$ cat config.mk
export PLATFORM = sky130hd
export DESIGN_NAME = mfs_supervisor
export DESIGN_NICKNAME = d
export VERILOG_FILES = /design/src/rtl/mfs_pkg.sv /design/src/rtl/mfs_uv_filter.sv /design/src/rtl/mfs_short_latch.sv /design/src/rtl/mfs_brake_store.sv /design/src/rtl/mfs_supervisor.sv
export SDC_FILE = /design/constraint.sdc
export NUM_CORES = 1
export LEC_CHECK = 0
export CAP_MARGIN = 15
export CORE_AREA = 2 2 39 41
export CTS_BUF_LIST = sky130_fd_sc_hd__clkbuf_8
export CTS_CLUSTER_SIZE = 8
export DETAILED_ROUTE_END_ITERATION = 12
export DIE_AREA = 0 0 41 43
export DONT_BUFFER_PORTS = 1
export SYNTH_ARGS = -nofsm -noshare
export SYNTH_HDL_FRONTEND = slang
export SYNTH_SLANG_ARGS = --single-unit
$ cat constraint.sdc
create_clock -name clk -period 1.55 [get_ports clk]
set_input_delay 0.2325 -clock clk [delete_from_list [all_inputs] [get_ports clk]]
set_output_delay 0.2325 -clock clk [all_outputs]
set_load 0.02 [all_outputs]
$ cat src/rtl/mfs_pkg.sv
package mfs_pkg;

  typedef enum logic [1:0] {
    DRV_RUN   = 2'b00,
    DRV_COAST = 2'b01,
    DRV_BRAKE = 2'b10,
    DRV_HSOFF = 2'b11
  } drive_mode_t;

  // Hall codes with all bits equal cannot occur with 120-degree sensors
  function automatic logic hall_code_ok(input logic [2:0] code);
    return (code != 3'b000) && (code != 3'b111);
  endfunction

endpackage

$ cat src/rtl/mfs_uv_filter.sv
module mfs_uv_filter #(
  parameter int STABLE_CYC = 4
) (
  input  logic clk,
  input  logic rst,
  input  logic raw,
  output logic filt
);

  generate
    if (STABLE_CYC <= 1) begin : g_direct
      always_ff @(posedge clk) begin
        if (rst) filt <= 1'b0;
        else     filt <= raw;
      end
    end else begin : g_counted
      localparam int CNT_W = $clog2(STABLE_CYC + 1);
      localparam logic [CNT_W-1:0] LAST = CNT_W'(STABLE_CYC - 1);
      logic [CNT_W-1:0] run_cnt;

      always_ff @(posedge clk) begin
        if (rst) begin
          filt    <= 1'b0;
          run_cnt <= '0;
        end else if (raw == filt) begin
          run_cnt <= '0;
        end else if (run_cnt == LAST) begin
          filt    <= raw;
          run_cnt <= '0;
        end else begin
          run_cnt <= run_cnt + 1'b1;
        end
      end
    end
  endgenerate

endmodule

$ cat src/rtl/mfs_short_latch.sv
module mfs_short_latch (
  input  logic clk,
  input  logic rst,
  input  logic ds_over,
  input  logic hs_was_on,
  input  logic clr,
  output logic short_nxt,
  output logic short_q
);

  // Clearing wins: a commutation starts a fresh observation window
  always_comb begin
    if (clr)                       short_nxt = 1'b0;
    else if (ds_over && hs_was_on) short_nxt = 1'b1;
    else                           short_nxt = short_q;
  end

  always_ff @(posedge clk) begin
    if (rst) short_q <= 1'b0;
    else     short_q <= short_nxt;
  end

endmodule

$ cat src/rtl/mfs_brake_store.sv
module mfs_brake_store (
  input  logic clk,
  input  logic rst,
  input  logic reset_cmd,
  input  logic uv_filt,
  input  logic brake_sel,
  output logic trig_active,
  output logic sel_eff
);

  logic reset_q;
  logic uv_seen;
  logic sel_q;
  logic trig_edge;

  assign trig_edge   = (reset_cmd && !reset_q) || (uv_filt && !uv_seen);
  assign trig_active = reset_cmd || uv_filt;
  assign sel_eff     = trig_edge ? brake_sel : sel_q;

  always_ff @(posedge clk) begin
    if (rst) begin
      reset_q <= 1'b0;
      uv_seen <= 1'b0;
      sel_q   <= 1'b0;
    end else begin
      reset_q <= reset_cmd;
      uv_seen <= uv_filt;
      if (trig_edge) sel_q <= brake_sel;
    end
  end

endmodule

$ cat src/rtl/mfs_supervisor.sv
module mfs_supervisor #(
  parameter int UV_FILT_CYC = 4,
  parameter int HALL_W      = 3
) (
  input  logic              clk,
  input  logic              rst,
  input  logic [HALL_W-1:0] hall_code,
  input  logic              uv_raw,
  input  logic              ot_flag,
  input  logic              ds_over,
  input  logic              boot_busy,
  input  logic              reset_cmd,
  input  logic              brake_req,
  input  logic              brake_sel,
  input  logic              commut_evt,
  output logic [1:0]        drive_mode,
  output logic              hs_enable,
  output logic              ls_all_on,
  output logic              fault
);
  import mfs_pkg::*;

  logic        uv_filt;
  logic        trig_active;
  logic        sel_eff;
  logic        short_nxt;
  logic        short_q;
  logic        hall_bad;
  logic        want_coast;
  logic        want_brake;
  drive_mode_t mode_d;
  logic        hs_d;
  logic        fault_d;

  mfs_uv_filter #(.STABLE_CYC(UV_FILT_CYC)) u_uv (
    .clk  (clk),
    .rst  (rst),
    .raw  (uv_raw),
    .filt (uv_filt)
  );

  mfs_brake_store u_store (
    .clk         (clk),
    .rst         (rst),
    .reset_cmd   (reset_cmd),
    .uv_filt     (uv_filt),
    .brake_sel   (brake_sel),
    .trig_active (trig_active),
    .sel_eff     (sel_eff)
  );

  mfs_short_latch u_short (
    .clk       (clk),
    .rst       (rst),
    .ds_over   (ds_over),
    .hs_was_on (hs_enable),
    .clr       (commut_evt || reset_cmd),
    .short_nxt (short_nxt),
    .short_q   (short_q)
  );

  always_comb begin
    hall_bad   = !hall_code_ok(hall_code[2:0]);
    want_coast = hall_bad || ot_flag || (trig_active && !sel_eff);
    want_brake = (trig_active && sel_eff) || (brake_req && !reset_cmd);
    if (want_coast)      mode_d = DRV_COAST;
    else if (short_nxt)  mode_d = DRV_HSOFF;
    else if (want_brake) mode_d = DRV_BRAKE;
    else                 mode_d = DRV_RUN;
    hs_d    = (mode_d == DRV_RUN) && !boot_busy;
    fault_d = hall_bad || ot_flag || uv_filt || short_nxt;
  end

  always_ff @(posedge clk) begin
    if (rst) begin
      drive_mode <= DRV_COAST;
      hs_enable  <= 1'b0;
      ls_all_on  <= 1'b0;
      fault      <= 1'b0;
    end else begin
      drive_mode <= mode_d;
      hs_enable  <= hs_d;
      ls_all_on  <= (mode_d == DRV_BRAKE);
      fault      <= fault_d;
    end
  end

endmodule

* Word-level counts from Yosys, hierarchy flattened
Cells that the tools add are included.
Word-level totals: bits of input ports 13, output and inout bits 5, logic and storage cells 48, register bits after elaboration 13
Cells by class: $add $sub $neg 1, eq/ne operators 4, bitwise logic cells 1, muxes and demuxes 6, reductions and logical operators 26
Operators with widths (count):
- logical AND 1 bit | 8
- logical OR 1 bit | 8
- zero test 1 bit | 6
- two-way mux 2 bit | 3
- adder 3 x 1 -> 3 bit (second input constant) | 1
- == test 3 x 2 -> 1 bit (second input constant) | 1
- two-way mux 1 bit | 3
- inequality test 3 bit (second input constant) | 1
- nonzero test 3 bit | 1
- OR reduction 3 bit | 1
- == test 2 bit (second input constant) | 1
- zero test 2 bit | 1
- AND reduction 2 bit | 1
- == test 1 bit | 1
- inverter 1 bit | 1

* Longest topological paths before layout
Gate-level depths: netlist of run 1.
depth in word-level cells 11, depth in mapped cells 4, mapped depth without buffers 4

* By module
A second synthesis of run 1 with hierarchy kept.
Second synthesis, totals: cell total of the unflattened synthesis 51, area total of the unflattened synthesis 551.8 µm²
Modules (own cells, without submodules):
- mfs_supervisor | cells an instance 21, instances 1, area each 214.0 µm², seq. area each 100.1 µm²
- mfs_uv_filter | cells an instance 13, instances 1, area each 158.9 µm², seq. area each 80.1 µm²
- mfs_brake_store | cells an instance 13, instances 1, area each 136.4 µm², seq. area each 60.1 µm²
- mfs_short_latch | cells an instance 4, instances 1, area each 42.5 µm², seq. area each 20.0 µm²

* Worst setup path after synthesis of run 1
Ideal clock, no wire load.
path type register to register, from reg u_uv.g_counted.run_cnt[0], to reg u_uv.g_counted.run_cnt[0], library setup time 65 ps, path buffers 0, period minus slack after synthesis 1206 ps, stages on the path, launching flop included 5, required time 1485 ps, arrival time 1141 ps, path slack 344 ps, cell sequence dfxtp_1 -> ha_1 -> ha_1 -> or3_1 -> nor2_1
On the way: longest elaborated chain between the ends 2, elaborated cells between the ends (all ways) 3, those cells by class 1 x add/sub; 1 x eq/ne; 1 x reduce/logical
RTL lines:
- start: declaration | RTL line mfs_uv_filter.sv:19 | logic [CNT_W-1:0] run_cnt;
- start signal: assignment | RTL line mfs_uv_filter.sv:31 | run_cnt <= run_cnt + 1'b1;
- parallel branches: the longest is 2 deep, another holds adder 3 x 1 -> 3 bit
Parallel ways; which one is timed is not known. A chain may end at the register's enable or synchronous reset.

* Worst setup path after layout of run 1
Ends and elaborated chain as after synthesis.

==> summary.md, run 1 <==
| Metric | Value |
|---|---|
| CTS resizes | `0` |
| Post-CTS Hold Fix Bufs | `0` |
| Post-synthesis adder-cell area fraction | `4.95%` |
| Critical path peak fanout | `3` |
| Main combinational cell family by area after synthesis | `simple AND/OR/NAND/NOR gates` |
| Mux contribution to synthesized area | `3.96%` |
| Worst VDD drop | `0.453 mV` |
| Syn Inst Count | `between 50 and 60` |
| Initial DRC count | `4` |
| Die X | `a little over 40 um` |
| Via density | `about 5` |
| Clock latency on the worst-skew pair | `about 0.23 ns` |
| Least-Margin Pin Slew | `0.372 ns` |
| RSZ-0062 raised after global routing | `no` |
| Final wirelength | `797 um` |
| Vias in the first global route | `370` |
| Synth area leader | `dfxtp_1` |
| DRT met1 WL | `332 um` |
| Switch share | `19.9%` |
| RR Endpoint | `u_uv.g_counted.run_cnt[0]` |
| Area delta synth->final | `12.9%` |
| Worst Hold End | `u_short.short_q` |
| Detail Route Antenna Nets | `0` |
| TNS Setup | `0 ns` |
| Final period util | `about four fifths` |
| Share of cells above drive strength 1 | `8.77%` |
| Vias post-DR | `362` |
| CTS H-Tree Depth | `1` |
| Wire length per cell | `10.9 um` |
| Commonest non-fill, non-tap cell in the layout | `dfxtp_1` |
| Die footprint | `1760 sq um` |
| Clock root buffer | `clkbuf_8` |
| Largest net degree at the start of global routing | `9` |
| ANT cells | `0` |
| PwrDens | `between 1000 and 1500 nW/um^2` |
| Count of different cell masters after synthesis | `22` |
| Dpl hpwl | `630 um` |
| Post-Synth XOR/XNOR Area | `1.73%` |
| Warnings, synthesis | `0` |
| Sw power | `0.134 mW` |
| Register share of total power | `53.4%` |
| Total congestion overflow | `0` |
| Crit path kind | `reg2reg` |
| Placer's final routability congestion estimate | `0.711` |
| I/O pins | `18` |
| P_int | `0.540 mW` |
| Num CTS Buffers | `3` |
| First-pass GRT wire length | `1.35 mm` |
| Mean post-synth cell area | `9.54 sq um` |
| Clock Sinks | `13` |
| Share of the synthesized area in the top cell type | `51.5%` |
| Clk_skew | `0.00420 ns` |
| Worst r2r src | `u_uv.g_counted.run_cnt[0]` |
| IO Port Bufs | `0` |
| Simple-gate portion of the synthesized area | `roughly a quarter` |
| Worst-path clk slew | `around 0.05 ns` |
| Height of the die | `43 um` |
| Worst Hold Depth | `1` |
| Synthesized area | `505 sq um` |
| Post-CTS setup buffer count | `0` |
| Core Region | `1380 sq um` |
| Reg2reg path depth | `4` |
| Crit path DAT | `1.44 ns` |
| Setup slack, reg-to-reg | `0.28 ns` |
| Min-delay src | `rst` |
| CP Launch Type | `flop` |
| P_leak | `between 0.2 and 0.25 nW` |
| Tightest Hold Check Type | `in2reg` |
| Final Hold Viols | `0` |
| Compound-gate portion of the synthesized area | `9.90%` |
| Gate power share | `under 10%` |
| Finish-stage setup viols | `0` |
| WL met2 | `between 400 and 500 um` |
| Max Cap Violations | `0` |
| Commonest cells after routing, fill and taps aside | `dfxtp_1, nor2_1, inv_1` |
| Fin area | `571 sq um` |
| Fmax | `between 700 and 800 MHz` |
| Fin crit period | `1.27 ns` |
| Register area share after synthesis | `51.5%` |
| CTS tree | `built` |
| Status | `finished clean` |
| Clock tree buffer depth | `2` |
| Yosys reg bits | `13` |
| Top post-synthesis cells by area | `dfxtp_1, nor2_1, ha_1` |
| Uppermost layer routed | `met3` |
| Synth Net Count | `68` |
| Antenna violations before repair | `0` |
| DR WL met3 | `35 um` |
| Starting Density | `36.5%` |
| DR DRC count | `0` |
| Total global-route track usage | `between 10% and 20%` |
| Clock power frac | `41.1%` |
| Fin. max-slew vios | `0` |
| Site Rows | `14` |
| Layout net count | `between 70 and 80` |
| CP endpoint kind | `flop` |
| Placed Area | `526 sq um` |
| Drt first pass iters | `4` |
| Max-Slew Margin vs Limit | `approximately 75%` |
| WP data required | `1.72 ns` |
## Yosys cell counts, drive strengths merged
master and instances:
a211oi 1, a21oi 2, a22o 1, a31oi 1
and2b 1, and3 1, buf 1, dfxtp 13
ha 2, inv 3, mux2i 2, nand2 1
nand2b 2, nand3 1, nor2 9, nor2b 2
nor3 3, nor3b 1, o22ai 2, or2 1
or3 2, xnor2 1
## power by group through the flow
stage	Clock, mW	Sequential [mW]	Combinational (mW)
after floorplan	0	0.367	0.0318
after global placement	0	0.368	0.0363
after detailed placement	0	0.368	0.0367
after CTS	0.285	0.361	0.0371
after global routing	0.301	0.362	0.0424
final	0.278	0.361	0.0366
## layout make-up
| cell class | count | area, sq um |
|---|---|---|
| fill | 133 | 813 |
| sequential | 13 | 260 |
| multi-input combinational | 36 | 226 |
| clock buffer | 3 | 41.3 |
| tap | 16 | 20.0 |
| inverter | 3 | 11.3 |
| timing repair buffer | 1 | 7.51 |
| clock inverter | 1 | 3.75 |
## through the flow
stage	setup slack, ns	instances	util (%)	hold WS (ns)	power (mW)
global route	0.183	73	41.2	0.0562	0.705
detailed placement	0.276	69	38.0	0.307	0.405
floorplan	0.344	53	-	0.302	0.398
CTS	0.265	73	41.2	0.0624	0.683
finish	0.279	73	41.2	0.0648	0.675
global placement	0.309	69	38.0	0.306	0.404
## routing by layer
metal / track usage [%] / up-vias
met5: 0 / -
met4: 8.00 / 0
met3: 1.57 / 0
met2: 18.8 / 9
met1: 11.9 / 166
li1: - / 187
## critical path: stages, from the launching register on
cell	delay (ns)
dfxtp_1	0.31
ha_1	0.19
ha_1	0.20
or3_1	0.41
nor2_1	0.10
## worst max-delay path by stage
stage | start | endpoint | slack [ns] | cells after the start
6_report | u_uv.g_counted.run_cnt[0] | u_uv.g_counted.run_cnt[0] | 0.28 | 4
5_1_grt | u_uv.g_counted.run_cnt[0] | u_uv.g_counted.run_cnt[0] | 0.18 | 4
4_1_cts | u_uv.g_counted.run_cnt[0] | u_uv.g_counted.run_cnt[0] | 0.26 | 4
3_5_place_dp | u_uv.g_counted.run_cnt[0] | u_uv.g_counted.run_cnt[0] | 0.28 | 4
3_3_place_gp | u_uv.g_counted.run_cnt[0] | u_uv.g_counted.run_cnt[0] | 0.31 | 4
2_1_floorplan | u_uv.g_counted.run_cnt[0] | u_uv.g_counted.run_cnt[0] | 0.34 | 4
## cells by family after synthesis
group | after synthesis
and+or+nand+nor | 24
DFF | 13
AOI/OAI and AO/OA | 7
buffers and inverters | 4
muxes | 2
adders and majority gates | 2
xor gates and xnor gates | 1
## state kept, by name (all words and copies together) (netlist names)
register	count
u_short.short_q	1
u_store.sel_q	1
fault	1
u_store.reset_q	1
drive_mode	2
hs_enable	1
u_uv.filt	1
ls_all_on	1
u_store.uv_seen	1
u_uv.g_counted.run_cnt	3
No activity file was read; power rests on OpenSTA's default activity.
==> inputs of run 2 (changes only) <==
clock period = 1.3 ns   (was 1.55 ns; I/O delays follow)
==> summary.md, run 2 (synthesis results as in run 1) <==
| Metric | Value |
|---|---|
| Clock latency on the worst-skew pair | `0.23 ns` |
| Switch share | `around a fifth` |
| Die footprint | `1760 sq um` |
| Area delta synth->final | `19.3%` |
| Via density | `4.76` |
| Post-CTS setup buffer count | `0` |
| Worst Path Buf+Inv | `0` |
| PwrDens | `~1300 nW/um^2` |
| Vias post-DR | `about 360` |
| P_int | `0.648 mW` |
| Most used cell, CP | `ha_2` |
| Fmax | `826 MHz` |
| Vias in the first global route | `360` |
| Reg2reg path depth | `4` |
| Fin crit period | `~1.2 ns` |
| Dpl hpwl | `between 600 and 700 um` |
| I/O pins | `18` |
| M3 GR Usage | `1.57%` |
| Status | `finished clean` |
| Commonest non-fill, non-tap cell in the layout | `dfxtp_1` |
| Largest net degree at the start of global routing | `9` |
| Register share of total power | `53.1%` |
| Num CTS Buffers | `3` |
| Clk_skew | `0.000635 ns` |
| Fin cells | `75` |
| Placer's final routability congestion estimate | `0.709` |
| Critical path peak fanout | `3` |
| TNS Setup | `0 ns` |
| Clock power frac | `a little over 40%` |
| Worst r2r src | `u_uv.g_counted.run_cnt[0]` |
| CP Launch Type | `flop` |
| Die X | `41 um` |
| Layout net count | `75` |
| P_leak | `0.234 nW` |
| GR peak layer | `met2` |
| Final period util | `93.2%` |
| Least-Margin Pin Slew | `roughly 0.36 ns` |
| Min-delay src | `rst` |
| Share of cells above drive strength 1 | `around 22%` |
| Max Cap Violations | `0` |
| Clock tree buffer depth | `2` |
| Initial DRC count | `1` |
| Clock Sinks | `13` |
| Cell family with most CP delay | `simple AND/OR/NAND/NOR gates` |
| Top reg by flops | `u_uv.g_counted.run_cnt` |
| Critical-path top delay cell | `or3_4` |
| Biggest regs | `u_uv.g_counted.run_cnt (3), drive_mode (2)` |
| CP endpoint kind | `flop` |
| CTS tree | `built` |
| Crit path cell chain | `ha_2 -> ha_2 -> or3_4 -> nor2_2` |
| Final wirelength | `approximately 840 um` |
| First-pass GRT wire length | `1.38 mm` |
| IO Port Bufs | `0` |
| Crit path kind | `reg2reg` |
| Worst-path clk slew | `approximately 0.05 ns` |
| Worst Hold End | `u_store.reset_q` |
| FILL cells | `about 140` |
| Met1 usage | `between 10% and 20%` |
| Detail Route Antenna Nets | `0` |
| Critical path depth in cells | `4` |
| RR Endpoint | `u_uv.g_counted.run_cnt[1]` |
| RSZ-0062 raised after global routing | `no` |
| Largest stage delay, worst path | `0.39 ns` |
| Commonest cells after routing, fill and taps aside | `dfxtp_1, nor2_1, inv_1` |
| DR DRC count | `0` |
| Crit path DAT | `1.39 ns` |
| Wire length per cell | `11.3 um` |
| CTS H-Tree Depth | `1` |
| Fin. max-slew vios | `0` |
| Worst VDD drop | `0.571 mV` |
| Core Region | `1380 sq um` |
| Gate power share | `6.0%` |
| Final Hold Viols | `0` |
| Tightest Hold Check Type | `in2reg` |
| Antenna violations before repair | `0` |
| Finish-stage setup viols | `0` |
| Placed Cells | `a little over 70` |
| Clock root buffer | `clkbuf_8` |
| Worst Hold Depth | `1` |
| Starting Density | `36.5%` |
| Total congestion overflow | `0` |
| GR Util met2 | `16.6%` |
| ANT cells | `0` |
| Site Rows | `14` |
| Max-Slew Margin vs Limit | `75.9%` |
| WP data required | `~1.5 ns` |
| Sw power | `0.163 mW` |
| Setup slack, reg-to-reg | `around 0.089 ns` |
| Total global-route track usage | `11.7%` |
| Drt first pass iters | `2` |
| Height of the die | `43 um` |
| Largest register FFs | `3` |
[run 2: changes by cell type in the layout (fill, tap and decap cells not counted)]
cell	delta
buf_4	+2
ha_1	-2
ha_2	+2
nor2_1	-3
nor2_2	+3
or3_1	-1
or3_4	+1
[run 2: layout make-up]
type                            instances  area (sq um)  area share (%)
Sequential cell                        13           260            43.2
Timing Repair Buffer                    3          22.5            3.73
Inverter                                3          11.3            1.87
Multi-Input combinational cell         36           244            40.5
Clock buffer                            3          41.3            6.85
Tap cell                               16          20.0            3.32
Clock inverter                          1          3.75           0.622
[run 2: through the flow]
stage          hold slack [ns]  power, mW  util (%)  setup slack [ns]  instance area [sq um]
3_5_place_dp             0.269      0.484      39.1            0.0144                    541
4_1_cts                 0.0168      0.824      42.7            0.0139                    591
3_3_place_gp             0.268      0.482      39.1            0.0591                    541
5_1_grt                 0.0147      0.847      43.6            0.0266                    603
6_report                0.0251      0.811      43.6            0.0889                    603
2_1_floorplan            0.264      0.475         -            0.0944                    505
[run 2: power by group through the flow]
stage / logic [mW] / clock network, mW / registers, mW
2_1_floorplan: 0.0379 / 0 / 0.437
3_3_place_gp: 0.0440 / 0 / 0.438
3_5_place_dp: 0.0451 / 0 / 0.439
4_1_cts: 0.0474 / 0.347 / 0.430
5_1_grt: 0.0564 / 0.359 / 0.432
6_report: 0.0487 / 0.331 / 0.431
[run 2: worst max path at each step]
stage	startpoint	endpoint
after floorplan	u_uv.g_counted.run_cnt[0]	u_uv.g_counted.run_cnt[0]
after global placement	u_uv.g_counted.run_cnt[0]	u_uv.g_counted.run_cnt[0]
after detailed placement	u_uv.g_counted.run_cnt[0]	u_uv.g_counted.run_cnt[1]
after CTS	u_uv.g_counted.run_cnt[0]	u_uv.g_counted.run_cnt[1]
after global routing	u_uv.g_counted.run_cnt[0]	u_uv.g_counted.run_cnt[1]
final	u_uv.g_counted.run_cnt[0]	u_uv.g_counted.run_cnt[1]
[run 2: what timing repair did]
item	CTS	global route
hold endpoints to repair	0	0
resized for setup	1	5
pin swaps	0	1
endpoints found under the setup margin	1	3
gates cloned	0	0
hold buffers	0	0
[run 2: routing by layer]
layer	up-vias	share of wire, %
met5	-	0
met4	0	1.1
met3	2	3.8
met2	10	50
met1	155	45
li1	190	-
[run 2: worst register-to-register path: cells and delay by family, from the launching register on]
| kind | cells | cell delay [ns] |
|---|---|---|
| flip-flops | 1 | 0.32 |
| AND/OR/NAND/NOR | 2 | 0.47 |
| adder cells (fa/ha/maj) | 2 | 0.36 |
==> inputs of run 3 (changes only) <==
SETUP_SLACK_MARGIN = 0.1   (was default)
==> summary.md, run 3 (synthesis results as in run 1) <==
| Metric | Value |
|---|---|
| Die X | `41 um` |
| Worst-path clk slew | `0.05 ns` |
| ANT cells | `0` |
| Least-Margin Pin Slew | `0.238 ns` |
| DR DRC count | `0` |
| Worst hold margin | `roughly 0.018 ns` |
| Critical path peak fanout | `3` |
| Fin util | `between 40% and 50%` |
| Worst VDD drop | `0.574 mV` |
| Die footprint | `approximately 1800 sq um` |
| Crit path kind | `reg2reg` |
| Vias post-DR | `around 380` |
| Fin. max-slew vios | `0` |
| Dpl hpwl | `727 um` |
| Clock tree buffer depth | `2` |
| Initial DRC count | `7` |
| P_leak | `about 0.24 nW` |
| Wire length per cell | `12.6 um` |
| Max-Slew Margin vs Limit | `84.1%` |
| TNS Setup | `0 ns` |
| Final wirelength | `943 um` |
| Final period util | `91.4%` |
| Clk_skew | `0.00178 ns` |
| CP Launch Type | `flop` |
| Tightest Hold Check Type | `in2reg` |
| Clock Sinks | `13` |
| IO Port Bufs | `0` |
| First-pass GRT wire length | `roughly 1.5 mm` |
| Layout net count | `75` |
| Height of the die | `43 um` |
| Post-CTS setup buffer count | `0` |
| Clock latency on the worst-skew pair | `~0.23 ns` |
| Final Hold Viols | `0` |
| Starting Density | `36.5%` |
| RSZ-0062 raised after global routing | `yes` |
| Fin area | `631 sq um` |
| Largest net degree at the start of global routing | `9` |
| Crit path DAT | `1.36 ns` |
| Area delta synth->final | `24.8%` |
| PwrDens | `1300 nW/um^2` |
| Placed Area | `546 sq um` |
| Pwr Total | `0.821 mW` |
| CTS H-Tree Depth | `1` |
| Commonest non-fill, non-tap cell in the layout | `dfxtp_1` |
| Num CTS Buffers | `3` |
| Finish-stage setup viols | `0` |
| Total global-route track usage | `between 10 and 15%` |
| Core Region | `1380 sq um` |
| Max Cap Violations | `0` |
| Site Rows | `14` |
| CP endpoint kind | `flop` |
| Placer's final routability congestion estimate | `0.770` |
| Fmax | `842 MHz` |
| Antenna violations before repair | `0` |
| Vias in the first global route | `361` |
| Fin crit period | `1.19 ns` |
| Status | `finished clean` |
| Total congestion overflow | `0` |
| CTS tree | `built` |
| Biggest regs | `u_uv.g_counted.run_cnt (3), drive_mode (2)` |
| Share of cells above drive strength 1 | `23.7%` |
| Detail Route Antenna Nets | `0` |
| Via density | `5.01` |
| Post-CTS Hold Fix Bufs | `0` |
| I/O pins | `18` |
| WP data required | `1.48 ns` |
| Top reg by flops | `u_uv.g_counted.run_cnt` |
| Commonest cells after routing, fill and taps aside | `dfxtp_1, nor2_1, inv_1` |
| Drt first pass iters | `3` |
| Clock root buffer | `clkbuf_8` |
| Largest register FFs | `3` |
[run 3: cell counts in the layout (fill, tap and decap cells not counted)]
Identical to the previous run, type by type.
[run 3: report_power, final]
part | total [mW] | internal [mW] | leakage (nW) | switching, mW
sequential | 0.432 | 0.415 | 0.107 | 0.0176
clock | 0.337 | 0.208 | 0.0269 | 0.130
combinational | 0.0506 | 0.0275 | 0.106 | 0.0231
total | 0.821 | 0.650 | 0.240 | 0.171
[run 3: layout make-up]
type	count	area, sq um
Clock inverter	1	3.75
Multi-Input combinational cell	36	269
Fill cell	140	753
Sequential cell	13	263
Inverter	3	11.3
Clock buffer	3	41.3
Timing Repair Buffer	3	22.5
Tap cell	16	20.0
[run 3: worst paths after layout]
path / depth (start not counted) / end / from / slack (ns)
setup / recovery: 4 / u_uv.g_counted.run_cnt[2] / u_uv.g_counted.run_cnt[0] / 0.11
hold / removal: 1 / u_store.reset_q / rst / 0.02
setup reg to reg: 4 / u_uv.g_counted.run_cnt[2] / u_uv.g_counted.run_cnt[0] / 0.11
hold reg to reg: 1 / u_uv.g_counted.run_cnt[0] / u_uv.g_counted.run_cnt[0] / 0.42
[run 3: per-stage QoR]
stage	instances	setup slack (ns)
floorplan	53	0.103
global placement	71	0.0652
detailed placement	71	0.0242
CTS	75	0.113
global route	75	0.0747
finish	75	0.112
[run 3: per-layer routing]
metal | routed length, um | global-route usage, % | share of wire (%) | up-vias
li1 | - | - | - | 190
met1 | 399 | 13.7 | 42 | 172
met2 | 462 | 20.3 | 49 | 12
met3 | 76 | 4.19 | 8.1 | 2
met4 | 5 | 6.00 | 0.53 | 0
met5 | 0 | 0 | 0 | -
[run 3: critical path, cell delays in order (launching register included)]
cell and delay (ns):
dfxtp_2 0.33, ha_4 0.16, ha_4 0.16, or3_4 0.39
nor2_4 0.10
[run 3: timing repair]
item,CTS,global route
pin swaps,3,3
setup endpoints to repair,3,6
resized for setup,5,4
